**src/rtl/overlay_pkg.sv**
```systemverilog
package overlay_pkg;
  localparam int CH_W  = 8;
  localparam int PIX_W = 3 * CH_W;

  typedef logic [PIX_W-1:0] pix_t;

  // Stored logo word for stored row srow, logo column col: {blue, green, red}
  function automatic pix_t logo_word(int unsigned srow, int unsigned col);
    logic [CH_W-1:0] b, g, r;
    b = CH_W'((srow * 37) ^ col);
    g = CH_W'(col * 5 + srow);
    r = ~CH_W'(col ^ (srow * 4));
    return {b, g, r};
  endfunction

  // Reorder a stored {blue, green, red} word into {red, green, blue}
  function automatic pix_t bgr_to_rgb(pix_t w);
    return {w[CH_W-1:0], w[2*CH_W-1:CH_W], w[3*CH_W-1:2*CH_W]};
  endfunction
endpackage

```
**src/rtl/pos_tracker.sv**
```systemverilog
module pos_tracker #(
  parameter int CNT_W = 12,
  parameter int ROW_W = 8,
  parameter int ROW_MAX = 128
) (
  input  logic             clk,
  input  logic             rst,
  input  logic             blank,
  input  logic             vsync,
  output logic [CNT_W-1:0] col_now,
  output logic [ROW_W-1:0] row_now
);
  logic             blank_prev;
  logic [CNT_W-1:0] col_reg;
  logic [ROW_W-1:0] row_reg;
  logic             line_first;
  logic             line_end;

  assign line_first = ~blank & blank_prev;
  assign line_end   = blank & ~blank_prev;
  assign col_now    = line_first ? '0 : col_reg;
  assign row_now    = row_reg;

  always_ff @(posedge clk) begin
    if (rst) begin
      blank_prev <= 1'b1;
      col_reg    <= '0;
      row_reg    <= '0;
    end else begin
      blank_prev <= blank;
      if (!blank && col_now != {CNT_W{1'b1}})
        col_reg <= col_now + 1'b1;
      if (vsync)
        row_reg <= '0;
      else if (line_end && row_reg != ROW_W'(ROW_MAX))
        row_reg <= row_reg + 1'b1;
    end
  end
endmodule

```
**src/rtl/window_map.sv**
```systemverilog
module window_map #(
  parameter int ACTIVE_W = 1280,
  parameter int LOGO_W = 128,
  parameter int LOGO_H = 128,
  parameter int CNT_W = 12,
  parameter int ROW_W = 8,
  parameter int ADDR_W = 14
) (
  input  logic              blank,
  input  logic [CNT_W-1:0]  col,
  input  logic [ROW_W-1:0]  row,
  output logic              hit,
  output logic [ADDR_W-1:0] addr
);
  localparam int OFFSET = ACTIVE_W - LOGO_W;

  function automatic logic [ADDR_W-1:0] rom_index(logic [ROW_W-1:0] r,
                                                  logic [CNT_W-1:0] c);
    logic [ROW_W-1:0] srow;
    logic [CNT_W-1:0] lcol;
    srow = ROW_W'(LOGO_H - 1) - r;
    lcol = c - CNT_W'(OFFSET);
    return ADDR_W'(srow) * ADDR_W'(LOGO_W) + ADDR_W'(lcol);
  endfunction

  assign hit = !blank
            && col >= CNT_W'(OFFSET)
            && col <  CNT_W'(ACTIVE_W)
            && row <  ROW_W'(LOGO_H);
  assign addr = rom_index(row, col);
endmodule

```
**src/rtl/logo_rom.sv**
```systemverilog
module logo_rom
  import overlay_pkg::*;
#(
  parameter int LOGO_W = 128,
  parameter int ADDR_W = 14
) (
  input  logic              clk,
  input  logic [ADDR_W-1:0] addr,
  output pix_t              word
);
  logic [ADDR_W-1:0] srow, lcol;

  assign srow = addr / ADDR_W'(LOGO_W);
  assign lcol = addr % ADDR_W'(LOGO_W);

  always_ff @(posedge clk)
    word <= logo_word(int'(srow), int'(lcol));
endmodule

```
**src/rtl/logo_overlay.sv**
```systemverilog
module logo_overlay
  import overlay_pkg::*;
#(
  parameter int ACTIVE_W = 1280,
  parameter int LOGO_W = 128,
  parameter int LOGO_H = 128
) (
  input  logic        clk,
  input  logic        rst,
  input  logic [23:0] rgb_i,
  input  logic        blank_i,
  input  logic        hsync_i,
  input  logic        vsync_i,
  output logic [23:0] rgb_o,
  output logic        blank_o,
  output logic        hsync_o,
  output logic        vsync_o
);
  localparam int CNT_W  = $clog2(ACTIVE_W) + 1;
  localparam int ROW_W  = $clog2(LOGO_H) + 1;
  localparam int ADDR_W = $clog2(LOGO_W * LOGO_H);

  logic [CNT_W-1:0]  col_now;
  logic [ROW_W-1:0]  row_now;
  logic              win_hit;
  logic [ADDR_W-1:0] rom_addr;
  pix_t              rom_word;
  pix_t              rgb_d;
  logic              hit_d;

  pos_tracker #(.CNT_W(CNT_W), .ROW_W(ROW_W), .ROW_MAX(LOGO_H)) u_pos (
    .clk(clk), .rst(rst), .blank(blank_i), .vsync(vsync_i),
    .col_now(col_now), .row_now(row_now)
  );

  window_map #(
    .ACTIVE_W(ACTIVE_W), .LOGO_W(LOGO_W), .LOGO_H(LOGO_H),
    .CNT_W(CNT_W), .ROW_W(ROW_W), .ADDR_W(ADDR_W)
  ) u_win (
    .blank(blank_i), .col(col_now), .row(row_now),
    .hit(win_hit), .addr(rom_addr)
  );

  logo_rom #(.LOGO_W(LOGO_W), .ADDR_W(ADDR_W)) u_rom (
    .clk(clk), .addr(rom_addr), .word(rom_word)
  );

  always_ff @(posedge clk) begin
    if (rst) begin
      rgb_d   <= '0;
      hit_d   <= 1'b0;
      blank_o <= 1'b1;
      hsync_o <= 1'b0;
      vsync_o <= 1'b0;
    end else begin
      rgb_d   <= rgb_i;
      hit_d   <= win_hit;
      blank_o <= blank_i;
      hsync_o <= hsync_i;
      vsync_o <= vsync_i;
    end
  end

  assign rgb_o = hit_d ? bgr_to_rgb(rom_word) : rgb_d;
endmodule

```
**config.mk**
```make
export PLATFORM = sky130hd
export DESIGN_NAME = logo_overlay
export DESIGN_NICKNAME = d
export VERILOG_FILES = /design/src/rtl/overlay_pkg.sv /design/src/rtl/pos_tracker.sv /design/src/rtl/window_map.sv /design/src/rtl/logo_rom.sv /design/src/rtl/logo_overlay.sv
export SDC_FILE = /design/constraint.sdc
export NUM_CORES = 1
export LEC_CHECK = 0
export BUFFER_PORTS_ARGS = -buffer_cell sky130_fd_sc_hd__buf_2
export CAP_MARGIN = 10
export CORE_MARGIN = 2
export CORE_UTILIZATION = 30
export CTS_CLUSTER_DIAMETER = 60
export DETAILED_ROUTE_END_ITERATION = 10
export GPL_TIMING_DRIVEN = 0
export PLACE_DENSITY = 0.51
export SLEW_MARGIN = 10
export SYNTH_ARGS = -nofsm -noshare
export SYNTH_HDL_FRONTEND = slang
export SYNTH_SLANG_ARGS = --single-unit
```
**constraint.sdc**
```tcl
create_clock -name clk -period 5.37 [get_ports clk]
set_input_delay 1.074 -clock clk [delete_from_list [all_inputs] [get_ports clk]]
set_output_delay 1.074 -clock clk [all_outputs]
set_load 0.05 [all_outputs]
```
==> results_dict.tcl, run 1 <==
set metrics [dict create \
    die_area_um2 13400 \
    clk_pin_slew_ns 0.06 \
    p_total_uw 1240 \
    yosys_warnings 0 \
    ys_ff_latch 71 \
    synth-edff-count 0 \
    cts_made_buffers 9 \
    num-fill-cells 1277 \
    syn_avg_cell_area_um2 9.72 \
    netlist_top_cells_area "dfxtp_1 38%, ha_1 13%, xnor2_1 7.2%, mux2_2 6.6%, nor2b_1 5.2%" \
    fin_nets 526 \
    cts_tree "yes" \
    clock-sinks 71 \
    crit_type "in -> reg" \
    synth_most_common_cell "dfxtp_1" \
    synth_area_um2 3750 \
    grt_antenna_before_repair 0 \
    drc 0 \
    synth_cell_types 44 \
    area_delta_synth_final_pct 20.5 \
    placement.io_buffers 55 \
    arrival_ns 5.09 \
    cpMaxStageDelayCell "xnor2_1" \
    cts_resized 0 \
    ys_seq_area_share_pct 37.9 \
    syn-num-nets 461 \
    cts_hold_buf 0 \
    multi_input_area_um2 2140 \
    path_depth 17 \
    r2r_slack_ns 1.04 \
    netlist_top_cells_count "71 x dfxtp_1, 38 x ha_1, 32 x inv_1" \
    p_leak_uw 0.00205 \
    grt_max_degree 16 \
    die_width_um 116 \
    clk_path_buf_depth 2 \
    rsz0062_at_grt "false" \
    yosysTopAreaCell "dfxtp_1" \
    reg2reg_depth 16 \
    ys.flop_type "dfxtp_1" \
    initial_utilization_pct 31.0 \
    fmax_ghz 0.205 \
    seqCellArea_um2 1420 \
    cpLargestDelayFamily "adder cells" \
    finalHoldViolCount 0 \
    synth_cells 386 \
    path_max_fanout 17 \
    postSynth.asyncResetShare_pct 0 \
    fin_skew_ns 0.00566 \
    p_sw_uw 333 \
    whs_path_depth 1 \
    crit_buf_inv 2 \
    worstSetupStartpointType "input pin" \
    antenna_cells 0 \
    setup_viol 0 \
    largest_reg_flops 24 \
    power.internal_uw 908 \
    crit_top_cell "ha_1" \
    h-tree-depth 3 \
    status "complete, no violations" \
    core_um2 12100 \
    crit_chain "buf_2, nand2b_1, buf_6, nand2_1, ha_1, fa_1, nor2b_1, o21a_1, nor2_1, xnor2_1, ha_1, ha_1, fa_1, ha_1, a21oi_1, xnor2_1, xnor2_1" \
    num_rows 40 \
    drv_slew 0 \
    final.min_clock_period_ns 4.88 \
    worstSkewPairLatency_ns 0.34 \
    p_comb_share_pct 9.4 \
    irDropWorstVdd_uv 115 \
    switching_share_pct 26.8 \
    dp_hpwl_um 6420 \
    drt_iter0_drc 147 \
    cts-root-buf "clkbuf_16" \
    grt_pass1_wl_um 13400 \
    routed_via_density 4.46 \
    io-pin-count 56 \
    grt_pass1_vias 2799 \
    grtUsageTotal_pct 13.1 \
    drv_cap 0 \
    worstPathRequired_ns 5.58 \
    gp_congestion 0.826 \
    period_share_pct 90.9 \
    endpoint_kind "flip-flop" \
    yosysTopAreaCellShare_pct 37.9 \
    drtPass1Iterations 4 \
    die_y_um 116 \
    wl_per_cell_um 13.2 \
    max-slew-margin-rel_pct 49.3 \
    hold_class "reg -> reg" \
    p_per_area_nw_per_um2 274 \
    pwr-share-seq_pct 44.5 \
    tightest_slew_ns 0.758 \
    drive_above_1_share_pct 21.9 \
    pwr-share-clk_pct 46.1 \
    max_stage_delay_ns 0.50 \
    post_cts_buffers 0 \
    grt_overflow 0 \
    num_vias 2783 \
    routed_wl_um 8250 \
    postRouteAntennaNets 0 \
    fin_hold_ws_ns 0.467 \
]
## routing by layer
metal	part of all wire, %	routed length [um]	vias to the layer above	track usage (%)
met5	0	0	-	0
met4	1.4	117	0	4.52
met2	48	3930	62	22.3
li1	-	-	1419	-
met1	46	3830	1293	16.2
met3	4.6	378	9	3.40
## area by class of cell
cell class,count,share of cell area [%]
inverter,32,2.66
clock buffer,9,4.98
buffer,15,1.58
clock inverter,7,1.38
sequential,71,31.4
multi-input combinational,267,47.2
timing repair buffer,55,6.09
tap,168,4.65
## through the flow
| stage | utilization [%] | setup WS [ns] | area (um2) | TNS [ns] | instances |
|---|---|---|---|---|---|
| floorplan | - | 0.395 | 3750 | 0 | 386 |
| global route | 37.3 | 0.131 | 4520 | 0 | 624 |
| global placement | 35.0 | -0.332 | 4240 | -0.612 | 609 |
| detailed placement | 35.0 | -0.324 | 4240 | -0.616 | 609 |
| CTS | 37.4 | 0.0188 | 4530 | 0 | 625 |
| finish | 37.3 | 0.491 | 4520 | 0 | 624 |
## layout by cell type, fill, tap and decap left out, types with 4 or more instances in the layout
cell | netlist | routed
inv_1 | 32 | 32
nor2b_1 | 31 | 31
xnor2_1 | 31 | 31
clkbuf_16 | 0 | 9
mux2_2 | 22 | 22
ha_1 | 38 | 38
nor2_1 | 21 | 21
and3_1 | 4 | 4
a21oi_1 | 17 | 17
dfxtp_1 | 71 | 71
xor2_1 | 7 | 7
clkbuf_1 | 13 | 12
nor3_1 | 5 | 5
nand3_1 | 6 | 6
fa_1 | 8 | 8
nand2_1 | 20 | 20
buf_2 | 0 | 55
nand4_1 | 7 | 7
a31oi_1 | 7 | 7
o21ai_0 | 10 | 10
## cells by family (layout without fill, tap and decap cells)
logic type / after synthesis / count (layout) / synth area share, %
buffers and inverters: 48 / 118 / 5.20
flip-flops: 71 / 71 / 37.9
AO/OA/AOI/OAI: 48 / 48 / 7.93
multiplexers: 24 / 24 / 7.13
adder cells (fa/ha/maj): 46 / 46 / 16.9
XOR/XNOR: 38 / 38 / 8.87
AND/OR/NAND/NOR: 111 / 111 / 16.1
## worst register-to-register path, stage by stage (launching register included)
cell      delay (ns)
dfxtp_1         0.35
nand2b_1        0.10
buf_6           0.17
nand2_1         0.11
ha_1            0.35
fa_1            0.43
nor2b_1         0.13
o21a_1          0.13
nor2_1          0.05
xnor2_1         0.50
ha_1            0.35
ha_1            0.32
fa_1            0.49
ha_1            0.33
a21oi_1         0.17
xnor2_1         0.15
xnor2_1         0.08
## power groups by stage
stage	sequential (uW)	combinational, uW	clock [uW]
after global placement	564	117	0
after CTS	552	119	592
after floorplan	566	81.2	0
after detailed placement	564	118	0
after global routing	554	127	616
final	552	116	573
## worst paths after layout
check,startpoint,to
setup / recovery,blank_i,u_rom.word[23]
hold / removal,u_pos.col_reg[1],u_rom.word[1]
setup reg to reg,u_pos.blank_prev,u_rom.word[23]
hold reg to reg,u_pos.col_reg[1],u_rom.word[1]
Power figures use the tool's default switching activity.
==> run 2: changes to the inputs <==
Settings changed: SYNTH_HIERARCHICAL set to 1.
==> run 2 against run 1 <==
Die area grew 8.0%. Fmax fell by 0.35%. Clock-buffer cell count rose by 2. Clock skew rose by 0.0015 ns. Worst hold slack better by 0.0028 ns. Combinational power grew 7%. Sequential power grew 1%. Core utilization is 0.60 points lower. Power grew 4.0%. Wire length decreased by 0.47%. Final area grew 7.6%. Cell count is 5.9% higher. Largest cell class unchanged.
==> results_dict.tcl, run 2 <==
set metrics [dict create \
    grt_max_degree 16 \
    ys_seq_area_share_pct 35.4 \
    drive_above_1_share_pct 24.9 \
    tightest_slew_ns 0.629 \
    gp_congestion 0.826 \
    final_common_cell "dfxtp_1" \
    drv_slew 0 \
    post_cts_buffers 0 \
    fin_nets 554 \
    grt_pass1_wl_um 13600 \
    ys_ff_latch 72 \
    regToRegEndpoint "u_rom/word[23]" \
    synth-edff-count 0 \
    synth_area_um2 4070 \
    io-pin-count 56 \
    yosys_warnings 6 \
    setup_viol 0 \
    worstSetupStartpointType "input pin" \
    irDropWorstVdd_uv 128 \
    largest_reg_flops 24 \
    num-fill-cells 1401 \
    holdPathEnd "u_pos/col_reg[1]" \
    cts_resized 0 \
    netlist_top_cells_area "dfxtp_1 35%, ha_1 11%, mux2_4 7.4%, nor2b_1 6.0%, xnor2_1 5.2%" \
    final.min_clock_period_ns 4.90 \
    routed_wl_um 8210 \
    synth_cell_types 48 \
    h-tree-depth 3 \
    synth_cells 415 \
    drv_cap 0 \
    drtPass1Iterations 4 \
    grtUsageTotal_pct 12.1 \
    postRouteAntennaNets 0 \
    die_area_um2 14500 \
    fin_skew_ns 0.00720 \
    placed_cells 646 \
    clk_pin_slew_ns 0.05 \
    die_y_um 120 \
    p_total_uw 1290 \
    cts_made_buffers 9 \
    finalHoldViolCount 0 \
    grt_antenna_before_repair 0 \
    antenna_cells 0 \
    r2r_slack_ns 0.91 \
    crit_type "in -> reg" \
    synth_most_common_cell "dfxtp_1" \
    routed_via_density 4.40 \
    hold_class "reg -> reg" \
    netlist_top_cells_count "72 x dfxtp_1, 48 x inv_1, 39 x nor2b_1" \
    cts_tree "yes" \
    wl_per_cell_um 12.4 \
    reg2reg_depth 18 \
    path_max_fanout 17 \
    status "complete, no violations" \
    area_delta_synth_final_pct 19.7 \
    final_cell_count_no_fill 661 \
    seqCellArea_um2 1440 \
    core_um2 13200 \
    grt_pass1_vias 2848 \
    p_per_area_nw_per_um2 265 \
    yosysTopAreaCellShare_pct 35.4 \
    multi_input_area_um2 2280 \
    cts-root-buf "clkbuf_16" \
    grt_overflow 0 \
    cts_hold_buf 0 \
    drc 0 \
    worstPathRequired_ns 5.59 \
    postSynth.asyncResetShare_pct 0 \
    hold_start "u_pos/col_reg[1]" \
    period_share_pct 91.2 \
    dp_hpwl_um 6450 \
    placement.io_buffers 55 \
    rsz0062_at_grt "false" \
    fmax_ghz 0.204 \
    syn-num-nets 489 \
    initial_utilization_pct 30.7 \
    final_cell_mix "72 x dfxtp_1, 58 x buf_2, 48 x inv_1" \
    clk_path_buf_depth 2 \
    ys.flop_type "dfxtp_1" \
    num_vias 2908 \
    clock-sinks 72 \
    arrival_ns 5.12 \
    syn_avg_cell_area_um2 9.80 \
    die_width_um 120 \
    yosysTopAreaCell "dfxtp_1" \
    endpoint_kind "flip-flop" \
    worstSkewPairLatency_ns 0.34 \
    max-slew-margin-rel_pct 57.8 \
    drt_iter0_drc 109 \
    num_rows 42 \
    p_leak_uw 0.00212 \
    r2r_start "u_pos/blank_prev" \
    whs_path_depth 2 \
]
## run 2: cell types whose count changed after synthesis, sizes merged, moves of 5 or more
cell	before	now
inv	32	48
buf	3	17
clkbuf	13	3
nand2	20	11
nor2b	31	40
nor2	21	29
xnor2	31	24
a31oi	7	1
xor2	7	13
a21oi	17	22
## run 2: worst max-delay path, cell delays in order
cell     delay (ns)
buf_2          0.16
nor2b_4        0.34
nor2_1         0.15
inv_1          0.11
ha_1           0.27
fa_1           0.44
inv_1          0.07
a21o_1         0.13
a21oi_1        0.08
xnor2_1        0.49
ha_1           0.34
ha_1           0.27
inv_1          0.05
fa_1           0.53
inv_1          0.05
ha_1           0.31
a21oi_1        0.16
xnor2_1        0.08
## run 2: final cells by class
class	count	share of cell area (%)
Sequential cell	72	29.6
Clock inverter	5	1.13
Clock buffer	11	5.19
Buffer	19	3.29
Timing Repair Buffer	55	5.66
Multi-Input combinational cell	275	46.9
Tap cell	176	4.53
Inverter	48	3.70
## run 2: worst max-delay path by stage
stage                       start        endpoint  slack [ns]  depth (start not counted)
after floorplan           blank_i  u_rom/word[23]        0.56                         21
after global placement    blank_i  u_rom/word[23]       -0.11                         22
after detailed placement  blank_i  u_rom/word[23]       -0.14                         22
after CTS                 blank_i  u_rom/word[23]        0.21                         22
after global routing      blank_i  u_rom/word[23]        0.17                         21
final                     blank_i  u_rom/word[23]        0.47                         18
## run 2: layer usage
layer / track usage, % / routed length (um) / share of wire, %
met1: 14.8 / 3770 / 46
met2: 19.5 / 3930 / 48
met3: 4.39 / 399 / 4.9
met4: 3.92 / 107 / 1.3
met5: 0 / 0 / 0
## run 2: stage by stage
stage / setup TNS [ns] / worst slack (ns) / util, % / hold slack [ns] / cell area, um2
after floorplan: 0 / 0.563 / - / 0.445 / 4070
after global placement: -0.110 / -0.110 / 34.4 / 0.466 / 4560
after detailed placement: -0.163 / -0.137 / 34.4 / 0.463 / 4560
after CTS: 0 / 0.215 / 36.8 / 0.470 / 4870
after global routing: 0 / 0.167 / 36.7 / 0.507 / 4870
final: 0 / 0.474 / 36.7 / 0.470 / 4870
## run 2: kinds of logic (layout without fill, tap and decap cells)
family / count (synthesis) / in the layout / share of synthesized area [%]
AO/OA/AOI/OAI: 49 / 49 / 7.42
XOR/XNOR: 37 / 37 / 7.97
adder cells (fa/ha/maj): 45 / 45 / 15.3
buffers and inverters: 68 / 138 / 8.46
flip-flops: 72 / 72 / 35.4
multiplexers: 27 / 27 / 9.26
AND/OR/NAND/NOR: 117 / 117 / 16.1
## run 2: power breakdown
group          switching, uW  total (uW)  internal, uW
clock                    224         607           383
sequential              6.12         560           554
combinational           76.4         124          47.9
total                    306        1290           984
==> run 3: changes to the inputs <==
Settings changed: CTS_CLUSTER_DIAMETER 60 to unset, MAX_ROUTING_LAYER set to met4.
==> run 3 against run 2 <==
Worst setup slack worse by 0.010 ns. Cell count did not move. Final area did not move. Register-to-register slack about the same. Via count unchanged. Sequential power about the same. Non-clock buffer count unchanged. Worst hold slack barely moved. Critical endpoint unchanged. Largest cell class unchanged. Highest routed layer unchanged.
==> results_dict.tcl, run 3 (synthesis gave the netlist of run 2 again) <==
set metrics [dict create \
    finalWorstSetupSlack_ns 0.464 \
    largest_reg_flops 24 \
    status "complete, no violations" \
    cts-root-buf "clkbuf_16" \
    grt_max_degree 16 \
    finalHoldViolCount 0 \
    num_vias 2908 \
    drtPass1Iterations 4 \
    drv_slew 0 \
    fin_nets 554 \
    initial_utilization_pct 30.7 \
    design_area_um2 4870 \
    worstPathRequired_ns 5.59 \
    hold_class "reg -> reg" \
    place_area_um2 4560 \
    p_leak_uw 0.00212 \
    drive_above_1_share_pct 24.9 \
    final.min_clock_period_ns 4.91 \
    fin_skew_ns 0.00650 \
    preCtsSetupSlack_ns -0.137 \
    core_um2 13200 \
    h-tree-depth 3 \
    worstSkewPairLatency_ns 0.34 \
    drc 0 \
    timing.setup.tns_ns 0 \
    gp_congestion 0.838 \
    grt_pass1_wl_um 13600 \
    grt_antenna_before_repair 0 \
    grt_overflow 0 \
    grt_pass1_vias 2853 \
    clk_pin_slew_ns 0.05 \
    tightest_slew_ns 0.630 \
    placement.io_buffers 55 \
    cts_made_buffers 9 \
    num_rows 42 \
    grtUsageTotal_pct 12.4 \
    clock-sinks 72 \
    p_per_area_nw_per_um2 265 \
    path_max_fanout 17 \
    area_delta_synth_final_pct 19.7 \
    period_share_pct 91.4 \
    antenna_cells 0 \
    postRouteAntennaNets 0 \
    dp_hpwl_um 6450 \
    drt_iter0_drc 103 \
    wl_per_cell_um 12.4 \
    max-slew-margin-rel_pct 57.7 \
    clk_path_buf_depth 2 \
    final_core_util_pct 36.7 \
    irDropWorstVdd_uv 128 \
    post_cts_buffers 0 \
    die_width_um 120 \
    die_y_um 120 \
    setup_viol 0 \
    arrival_ns 5.13 \
    routed_via_density 4.40 \
    io-pin-count 56 \
    die_area_um2 14500 \
    worstSetupStartpointType "input pin" \
    endpoint_kind "flip-flop" \
    crit_type "in -> reg" \
    final_cell_mix "72 x dfxtp_1, 58 x buf_2, 48 x inv_1" \
    final_common_cell "dfxtp_1" \
    routed_wl_um 8210 \
    fmax_ghz 0.204 \
    cts_tree "yes" \
    rsz0062_at_grt "false" \
    drv_cap 0 \
]
-- run 3: routing by layer --
layer / track usage, % / up-vias / part of all wire (%)
met3: 4.20 / 7 / 4.5
met4: 3.92 / 0 / 1.1
met1: 14.9 / 1360 / 47
li1: - / 1492 / -
met2: 19.5 / 49 / 48
met5: - / - / 0
-- run 3: path summary, 6_finish.rpt --
| check | from | to | slack [ns] | depth (start not counted) |
|---|---|---|---|---|
| worst max-delay path | blank_i | u_rom/word[23] | 0.46 | 18 |
| worst min-delay path | u_pos/col_reg[1] | u_pos/col_reg[1] | 0.47 | 2 |
| worst max register to register | u_pos/blank_prev | u_rom/word[23] | 0.90 | 18 |
| worst min register to register | u_pos/col_reg[1] | u_pos/col_reg[1] | 0.47 | 2 |
-- run 3: area by class of cell --
type / count / area, um2
Clock inverter: 5 / 55.1
Multi-Input combinational cell: 275 / 2280
Timing Repair Buffer: 55 / 275
Tap cell: 176 / 220
Buffer: 19 / 160
Inverter: 48 / 180
Fill cell: 1401 / 8380
Clock buffer: 11 / 253
Sequential cell: 72 / 1440
-- run 3: report_power, final --
| part | total, uW | internal, uW | switching, uW |
|---|---|---|---|
| sequential | 560 | 554 | 6.13 |
| clock | 606 | 383 | 224 |
| combinational | 124 | 47.9 | 76.5 |
-- run 3: per-stage QoR --
stage / instances / total power [uW] / hold slack [ns]
finish: 661 / 1290 / 0.470
global route: 661 / 1350 / 0.507
CTS: 662 / 1320 / 0.470
detailed placement: 646 / 699 / 0.463
global placement: 646 / 697 / 0.466
floorplan: 415 / 663 / 0.445
-- run 3: what timing repair did --
| item | CTS | global route |
|---|---|---|
| hold endpoints to repair | 0 | 0 |
| hold buffers | 0 | 0 |
| setup endpoints to repair | 0 | 1 |
| gates resized for setup | 0 | 0 |
-- run 3: critical path, stage by stage --
cell,delay [ns]
buf_2,0.16
nor2b_4,0.34
nor2_1,0.15
inv_1,0.11
ha_1,0.27
fa_1,0.44
inv_1,0.07
a21o_1,0.13
a21oi_1,0.08
xnor2_1,0.50
ha_1,0.34
ha_1,0.27
inv_1,0.05
fa_1,0.53
inv_1,0.05
ha_1,0.31
a21oi_1,0.16
xnor2_1,0.08
